[src/rtl/irq_seq_pkg.sv]
package irq_seq_pkg;

    // Entry controller states
    typedef enum logic [1:0] {
        ST_IDLE = 2'd0,   // arbitrate, capture return address and stack pointer
        ST_PUSH = 2'd1,   // write one non-final return-address byte
        ST_LAST = 2'd2    // write final byte, load vector, pulse done
    } seq_state_e;

    // Kind of entry being serviced
    typedef enum logic {
        ENT_HW  = 1'b0,
        ENT_RST = 1'b1
    } entry_kind_e;

endpackage

[src/rtl/irq_arbiter.sv]
module irq_arbiter #(
    parameter int NUM_SRC = 8,
    parameter int IDX_W   = 4
) (
    input  logic               reset_req,
    input  logic [NUM_SRC-1:0] irq_pend,
    input  logic               gie_in,
    output logic               win_valid,
    output logic [IDX_W-1:0]   win_idx,
    output irq_seq_pkg::entry_kind_e win_kind
);
    import irq_seq_pkg::*;

    logic             any_pend;
    logic [IDX_W-1:0] low_idx;

    // Trailing-zero search: scanning downward leaves the lowest set bit
    always_comb begin
        any_pend = 1'b0;
        low_idx  = '0;
        for (int i = NUM_SRC - 1; i >= 0; i--) begin
            if (irq_pend[i]) begin
                any_pend = 1'b1;
                low_idx  = IDX_W'(i + 1);
            end
        end
    end

    always_comb begin
        if (reset_req) begin
            win_valid = 1'b1;
            win_idx   = '0;
            win_kind  = ENT_RST;
        end else begin
            win_valid = gie_in && any_pend;
            win_idx   = low_idx;
            win_kind  = ENT_HW;
        end
    end

endmodule

[src/rtl/irq_vec_calc.sv]
module irq_vec_calc #(
    parameter int PC_W     = 16,
    parameter int IDX_W    = 4,
    parameter int VEC_BASE = 0,
    parameter int VEC_SLOT = 2
) (
    input  logic [IDX_W-1:0] idx,
    output logic [PC_W-1:0]  vec_addr
);
    localparam logic [PC_W-1:0] BASE_V = PC_W'(VEC_BASE);
    localparam logic [PC_W-1:0] SLOT_V = PC_W'(VEC_SLOT);

    always_comb begin
        vec_addr = BASE_V + PC_W'(idx) * SLOT_V;
    end

endmodule

[src/rtl/irq_byte_sel.sv]
module irq_byte_sel #(
    parameter int PC_BYTES = 2,
    parameter int CNT_W    = 2
) (
    input  logic [8*PC_BYTES-1:0] pc,
    input  logic [CNT_W-1:0]      sel,
    output logic [7:0]            byte_out
);
    logic [7:0] lanes [PC_BYTES];

    for (genvar b = 0; b < PC_BYTES; b++) begin : g_lane
        assign lanes[b] = pc[8*b +: 8];
    end

    always_comb begin
        byte_out = '0;
        for (int b = 0; b < PC_BYTES; b++) begin
            if (sel == CNT_W'(b)) begin
                byte_out = lanes[b];
            end
        end
    end

endmodule

[src/rtl/irq_entry_seq.sv]
module irq_entry_seq #(
    parameter int NUM_SRC  = 8,
    parameter int PC_BYTES = 2,
    parameter int SP_W     = 16,
    parameter int VEC_BASE = 4,
    parameter int VEC_SLOT = 2
) (
    input  logic                          clk,
    input  logic                          rst_n,
    input  logic                          reset_req,
    input  logic [NUM_SRC-1:0]            irq_pend,
    input  logic                          gie_in,
    input  logic [8*PC_BYTES-1:0]         pc_in,
    input  logic [SP_W-1:0]               sp_in,
    output logic                          mem_we,
    output logic [SP_W-1:0]               mem_addr,
    output logic [7:0]                    mem_wdata,
    output logic [8*PC_BYTES-1:0]         pc_wdata,
    output logic [SP_W-1:0]               sp_wdata,
    output logic [$clog2(NUM_SRC+1)-1:0]  vec_idx,
    output logic                          gie_clr,
    output logic                          reset_clr,
    output logic                          done
);
    import irq_seq_pkg::*;

    localparam int PC_W  = 8 * PC_BYTES;
    localparam int IDX_W = $clog2(NUM_SRC + 1);
    localparam int CNT_W = $clog2(PC_BYTES + 1);
    localparam logic [CNT_W-1:0] LAST_PUSH_CNT = CNT_W'(PC_BYTES - 2);

    seq_state_e       state_q, state_d;
    logic [CNT_W-1:0] cnt_q;
    logic [PC_W-1:0]  pc_q;
    logic [SP_W-1:0]  sp_q;
    logic [IDX_W-1:0] idx_q;
    entry_kind_e      kind_q;

    logic             win_valid;
    logic [IDX_W-1:0] win_idx;
    entry_kind_e      win_kind;
    logic [PC_W-1:0]  vec_addr;
    logic [7:0]       cur_byte;

    irq_arbiter #(
        .NUM_SRC (NUM_SRC),
        .IDX_W   (IDX_W)
    ) arb_i (
        .reset_req (reset_req),
        .irq_pend  (irq_pend),
        .gie_in    (gie_in),
        .win_valid (win_valid),
        .win_idx   (win_idx),
        .win_kind  (win_kind)
    );

    irq_vec_calc #(
        .PC_W     (PC_W),
        .IDX_W    (IDX_W),
        .VEC_BASE (VEC_BASE),
        .VEC_SLOT (VEC_SLOT)
    ) vec_i (
        .idx      (idx_q),
        .vec_addr (vec_addr)
    );

    irq_byte_sel #(
        .PC_BYTES (PC_BYTES),
        .CNT_W    (CNT_W)
    ) sel_i (
        .pc       (pc_q),
        .sel      (cnt_q),
        .byte_out (cur_byte)
    );

    // Next-state decision
    always_comb begin
        state_d = state_q;
        unique case (state_q)
            ST_IDLE: begin
                if (win_valid) begin
                    state_d = (PC_BYTES == 1) ? ST_LAST : ST_PUSH;
                end
            end
            ST_PUSH: begin
                if (cnt_q == LAST_PUSH_CNT) begin
                    state_d = ST_LAST;
                end
            end
            ST_LAST: state_d = ST_IDLE;
            default: state_d = ST_IDLE;
        endcase
    end

    // State register and captured entry context
    always_ff @(posedge clk or negedge rst_n) begin
        if (!rst_n) begin
            state_q <= ST_IDLE;
            cnt_q   <= '0;
            pc_q    <= '0;
            sp_q    <= '0;
            idx_q   <= '0;
            kind_q  <= ENT_HW;
        end else begin
            state_q <= state_d;
            unique case (state_q)
                ST_IDLE: begin
                    cnt_q <= '0;
                    if (win_valid) begin
                        pc_q   <= pc_in;
                        sp_q   <= sp_in;
                        idx_q  <= win_idx;
                        kind_q <= win_kind;
                    end
                end
                ST_PUSH, ST_LAST: begin
                    sp_q  <= sp_q - SP_W'(1);
                    cnt_q <= cnt_q + CNT_W'(1);
                end
                default: begin
                    cnt_q <= '0;
                end
            endcase
        end
    end

    // Outputs decoded from state
    always_comb begin
        mem_we    = 1'b0;
        done      = 1'b0;
        gie_clr   = 1'b0;
        reset_clr = 1'b0;
        mem_addr  = sp_q;
        mem_wdata = cur_byte;
        pc_wdata  = vec_addr;
        sp_wdata  = sp_q - SP_W'(1);
        vec_idx   = idx_q;
        unique case (state_q)
            ST_IDLE: begin
                mem_wdata = '0;
            end
            ST_PUSH: begin
                mem_we = 1'b1;
            end
            ST_LAST: begin
                mem_we    = 1'b1;
                done      = 1'b1;
                gie_clr   = (kind_q == ENT_HW);
                reset_clr = (kind_q == ENT_RST);
            end
            default: begin
                mem_wdata = '0;
            end
        endcase
    end

endmodule

[config.mk]
export PLATFORM = sky130hd
export DESIGN_NAME = irq_entry_seq
export DESIGN_NICKNAME = d
export VERILOG_FILES = /design/src/rtl/irq_seq_pkg.sv /design/src/rtl/irq_arbiter.sv /design/src/rtl/irq_vec_calc.sv /design/src/rtl/irq_byte_sel.sv /design/src/rtl/irq_entry_seq.sv
export SDC_FILE = /design/constraint.sdc
export NUM_CORES = 1
export LEC_CHECK = 0
export BUFFER_PORTS_ARGS = -buffer_cell sky130_fd_sc_hd__buf_2
export CAP_MARGIN = 20
export CORE_MARGIN = 1.5
export CORE_UTILIZATION = 45
export CTS_CLUSTER_DIAMETER = 80
export DETAILED_ROUTE_END_ITERATION = 12
export PLACE_DENSITY = 0.88
export SLEW_MARGIN = 10
export SYNTH_ARGS = -nofsm -noshare
export SYNTH_HDL_FRONTEND = slang
export SYNTH_SLANG_ARGS = --single-unit
[constraint.sdc]
create_clock -name clk -period 7.2 [get_ports clk]
set_clock_uncertainty 0.05 [all_clocks]
set_input_delay 2.16 -clock clk [delete_from_list [all_inputs] [get_ports clk]]
set_output_delay 2.16 -clock clk [all_outputs]
set_load 0.05 [all_outputs]
==> metrics.csv <==
stage;metric;value;unit
route;Post-DRT Antenna Nets;0;
global_routing;Overflow after GRT;0;
sta;Fmax achieved;204;MHz
clock_tree;H-tree depth;2;
setup_path;CP delay by family, top;simple AND/OR/NAND/NOR gates;
job;Max-Cap Viols;0;
global_routing;number of global-route vias before repair;2127;
logic_synthesis;ys async rst share;100;%
setup_path;worst path arrival time;2.69;ns
route;DRC Markers;0;
logic_synthesis;Synth top cells by count;41 x dfrtp_1, 19 x nand2_1, 18 x a21oi_1, 17 x mux2_2, 17 x nor2_1;
sta;worst-margin pin slew;0.909;ns
outcome;status;finished clean;
sta;Final Hold Viols;0;
setup_path;Crit. End Element;output port;
sta;setup violators final;0;
clock_tree;Num CTS Buffers;5;
clock_tree;CTS tree;yes;
clock_tree;post-CTS setup buffer count;0;
route;Routed WL;5500;µm
worst_hold_path;hold path endpoint;cnt_q[0]$_DFF_PN0_;
place;HPWL after detailed placement;4120;µm
setup_path;max incr delay on CP;0.49;ns
layout;Ant. Diodes;0;
sta;Worst slew margin;39.4;%
clock_tree;post-cts hold buffer count;0;
worst_hold_path;Hold Path Class;reg2reg;
worst_hold_path;hold_sp;cnt_q[0]$_DFF_PN0_;
layout;final net count;399;
logic_synthesis;top-count cell post-synth;dfrtp_1;
setup_path;crit path launch;mem_addr[0]$_DFFE_PN0P_;
logic_synthesis;#FFs+latches synth;41;
setup_path;RR Startpoint;mem_addr[0]$_DFFE_PN0P_;
route;Detailed Routing Iterations Pass 1;5;
setup_path;WP buf/inv;2;
clock_tree;CTS sink cnt;41;
sta;hold_ws;0.414;ns
worst_hold_path;Hold Crit Depth;1;
global_routing;antenna violations before repair;0;
sta;setup TNS;0;ns
clock_tree;Longest Clk Path Bufs;2;
logic_synthesis;yosys warns;0;
global_routing;M1 GR Usage;23.5;%
setup_path;worst path cell trace;inv_1 > ha_1 > nor3b_1 > nand3_1 > nor4_1 > xor2_1 > buf_2;
setup_path;critical path fanouts, max;6;
setup_path;WP data required;4.99;ns
logic_synthesis;top cells by area, synth;dfrtp_1 42%, mux2_2 7.8%, ha_1 4.1%;
clock_tree;Clock transition at path regs;0.09;ns
route;total vias in the final route;2152;
setup_path;crit path kind;reg2out;
floorplanning;Die Wd;76.7;µm
sta;period utilisation layout;68.0;%
logic_synthesis;Synth top area share;42.0;%
logic_synthesis;area of the mapped netlist;0.00244;mm²
global_routing;Total Routing Usage GR;19.8;%
global_routing;grt met3 use;3.69;%
floorplanning;core footprint;0.00517;mm²
floorplanning;boundary pin count;108;
setup_path;worst r2r path cells;7;
setup_path;R2R setup slack;4.72;ns
floorplanning;num rows;26;
place;port bufs;96;
layout;layout cell share with drive strength beyond 1;37.9;%
place;Final GP Congestion;0.808;
layout;Area growth syn-to-layout;23.7;%
logic_synthesis;Post-Synthesis Cells;256;
logic_synthesis;Post-synth EDFFs;0;
global_routing;largest net degree at the start of global routing;43;
setup_path;CP Depth;7;
route;routed vias/inst;5.15;
setup_path;CP max-delay cell;nor3b_1;
global_routing;M2 GR Usage;36.4;%
clock_tree;worst skew pair latency;0.29;ns
logic_synthesis;Most used DFF post-synth;dfrtp_1;
global_routing;busiest metal layer after global routing;met2;
route;routed length per instance;13.2;µm
logic_synthesis;Synth area leader;dfrtp_1;
floorplanning;die area;0.00588;mm²
route;Initial DRC Count;116;
sta;max-slew violation count;0;
setup_path;Worst R2R End;mem_addr[12]$_DFFE_PN0P_;
global_routing;global-route wire length before repair;9600;µm
logic_synthesis;Distinct cells, synth;45;
logic_synthesis;Mean Syn Cell Area;9.55;µm²
sta;RSZ-0062 raised after global routing;false;
setup_path;Critical Path Start Type;flip-flop;
logic_synthesis;Seq/Total Area, Yosys;42.0;%
clock_tree;post-cts gate resize count;0;
clock_tree;clk root buf;clkbuf_8;
sta;fin crit period;4.90;ns
floorplanning;initial core utilization;47.2;%
floorplanning;DIE HEIGHT;76.7;µm
==> worst max path at each step <==
stage                              end  slack (ns)
final                     sp_wdata[12]        2.30
after CTS                 sp_wdata[12]        2.27
after global routing      sp_wdata[12]        2.01
after global placement    sp_wdata[12]        2.75
after detailed placement  sp_wdata[12]        2.61
after floorplan           sp_wdata[14]        1.88
==> layout make-up <==
type | instances | area [µm²]
Timing Repair Buffer | 99 | 507
Fill cell | 488 | 2150
Clock buffer | 5 | 68.8
Inverter | 13 | 48.8
Clock inverter | 3 | 22.5
Tap cell | 70 | 87.6
Multi-Input combinational cell | 187 | 1260
Sequential cell | 41 | 1030
==> placed cells by master (no fill, tap or decap), types with 10 or more instances in the layout <==
| cell | instances |
|---|---|
| o21ai_0 | 11 |
| nand2_1 | 19 |
| mux2_2 | 17 |
| o22ai_1 | 10 |
| a21oi_1 | 18 |
| inv_1 | 13 |
| nor2_1 | 17 |
| buf_2 | 96 |
| conb_1 | 11 |
| dfrtp_1 | 41 |
==> worst register-to-register path, delay by kind of cell (launching register included) <==
family / cells / cell delay, ns
AOI/OAI and AO/OA: 2 / 0.36
adders and majority gates: 1 / 0.19
DFF: 1 / 0.41
buffers and inverters: 1 / 0.12
and+or+nand+nor: 3 / 1.25
==> per-stage QoR <==
stage,setup slack [ns],std cells,util (%),area [µm²]
2_1_floorplan,1.88,266,-,2480
3_3_place_gp,2.75,409,56.4,2920
3_5_place_dp,2.61,409,56.4,2920
4_1_cts,2.27,417,58.2,3010
5_1_grt,2.01,418,58.4,3020
6_report,2.30,418,58.4,3020
==> flip-flops by register name, indices dropped and copies added, names as in the netlist <==
name and flops:
mem_addr 16, state_q 2, vec_idx 4, cnt_q 2, kind_q 1, pc_q 16
==> metal layers <==
| layer | vias up | share of wire [%] |
|---|---|---|
| li1 | 1061 | - |
| met1 | 1032 | 44 |
| met2 | 57 | 53 |
| met3 | 2 | 2.7 |
| met4 | 0 | 0.67 |
| met5 | - | 0 |
==> kinds of logic after synthesis <==
| kind of cell | synth area share [%] |
|---|---|
| AO/OA/AOI/OAI | 17.7 |
| AND/OR/NAND/NOR | 13.9 |
| flip-flops | 42.0 |
| buffers and inverters | 8.09 |
| multiplexers | 9.06 |
| XOR/XNOR | 5.02 |
| adder cells (fa/ha/maj) | 4.10 |
| other | 0.153 |
Power is not shown: default switching activity piles up to over one toggle a cycle in this logic, so the estimate is an artifact.
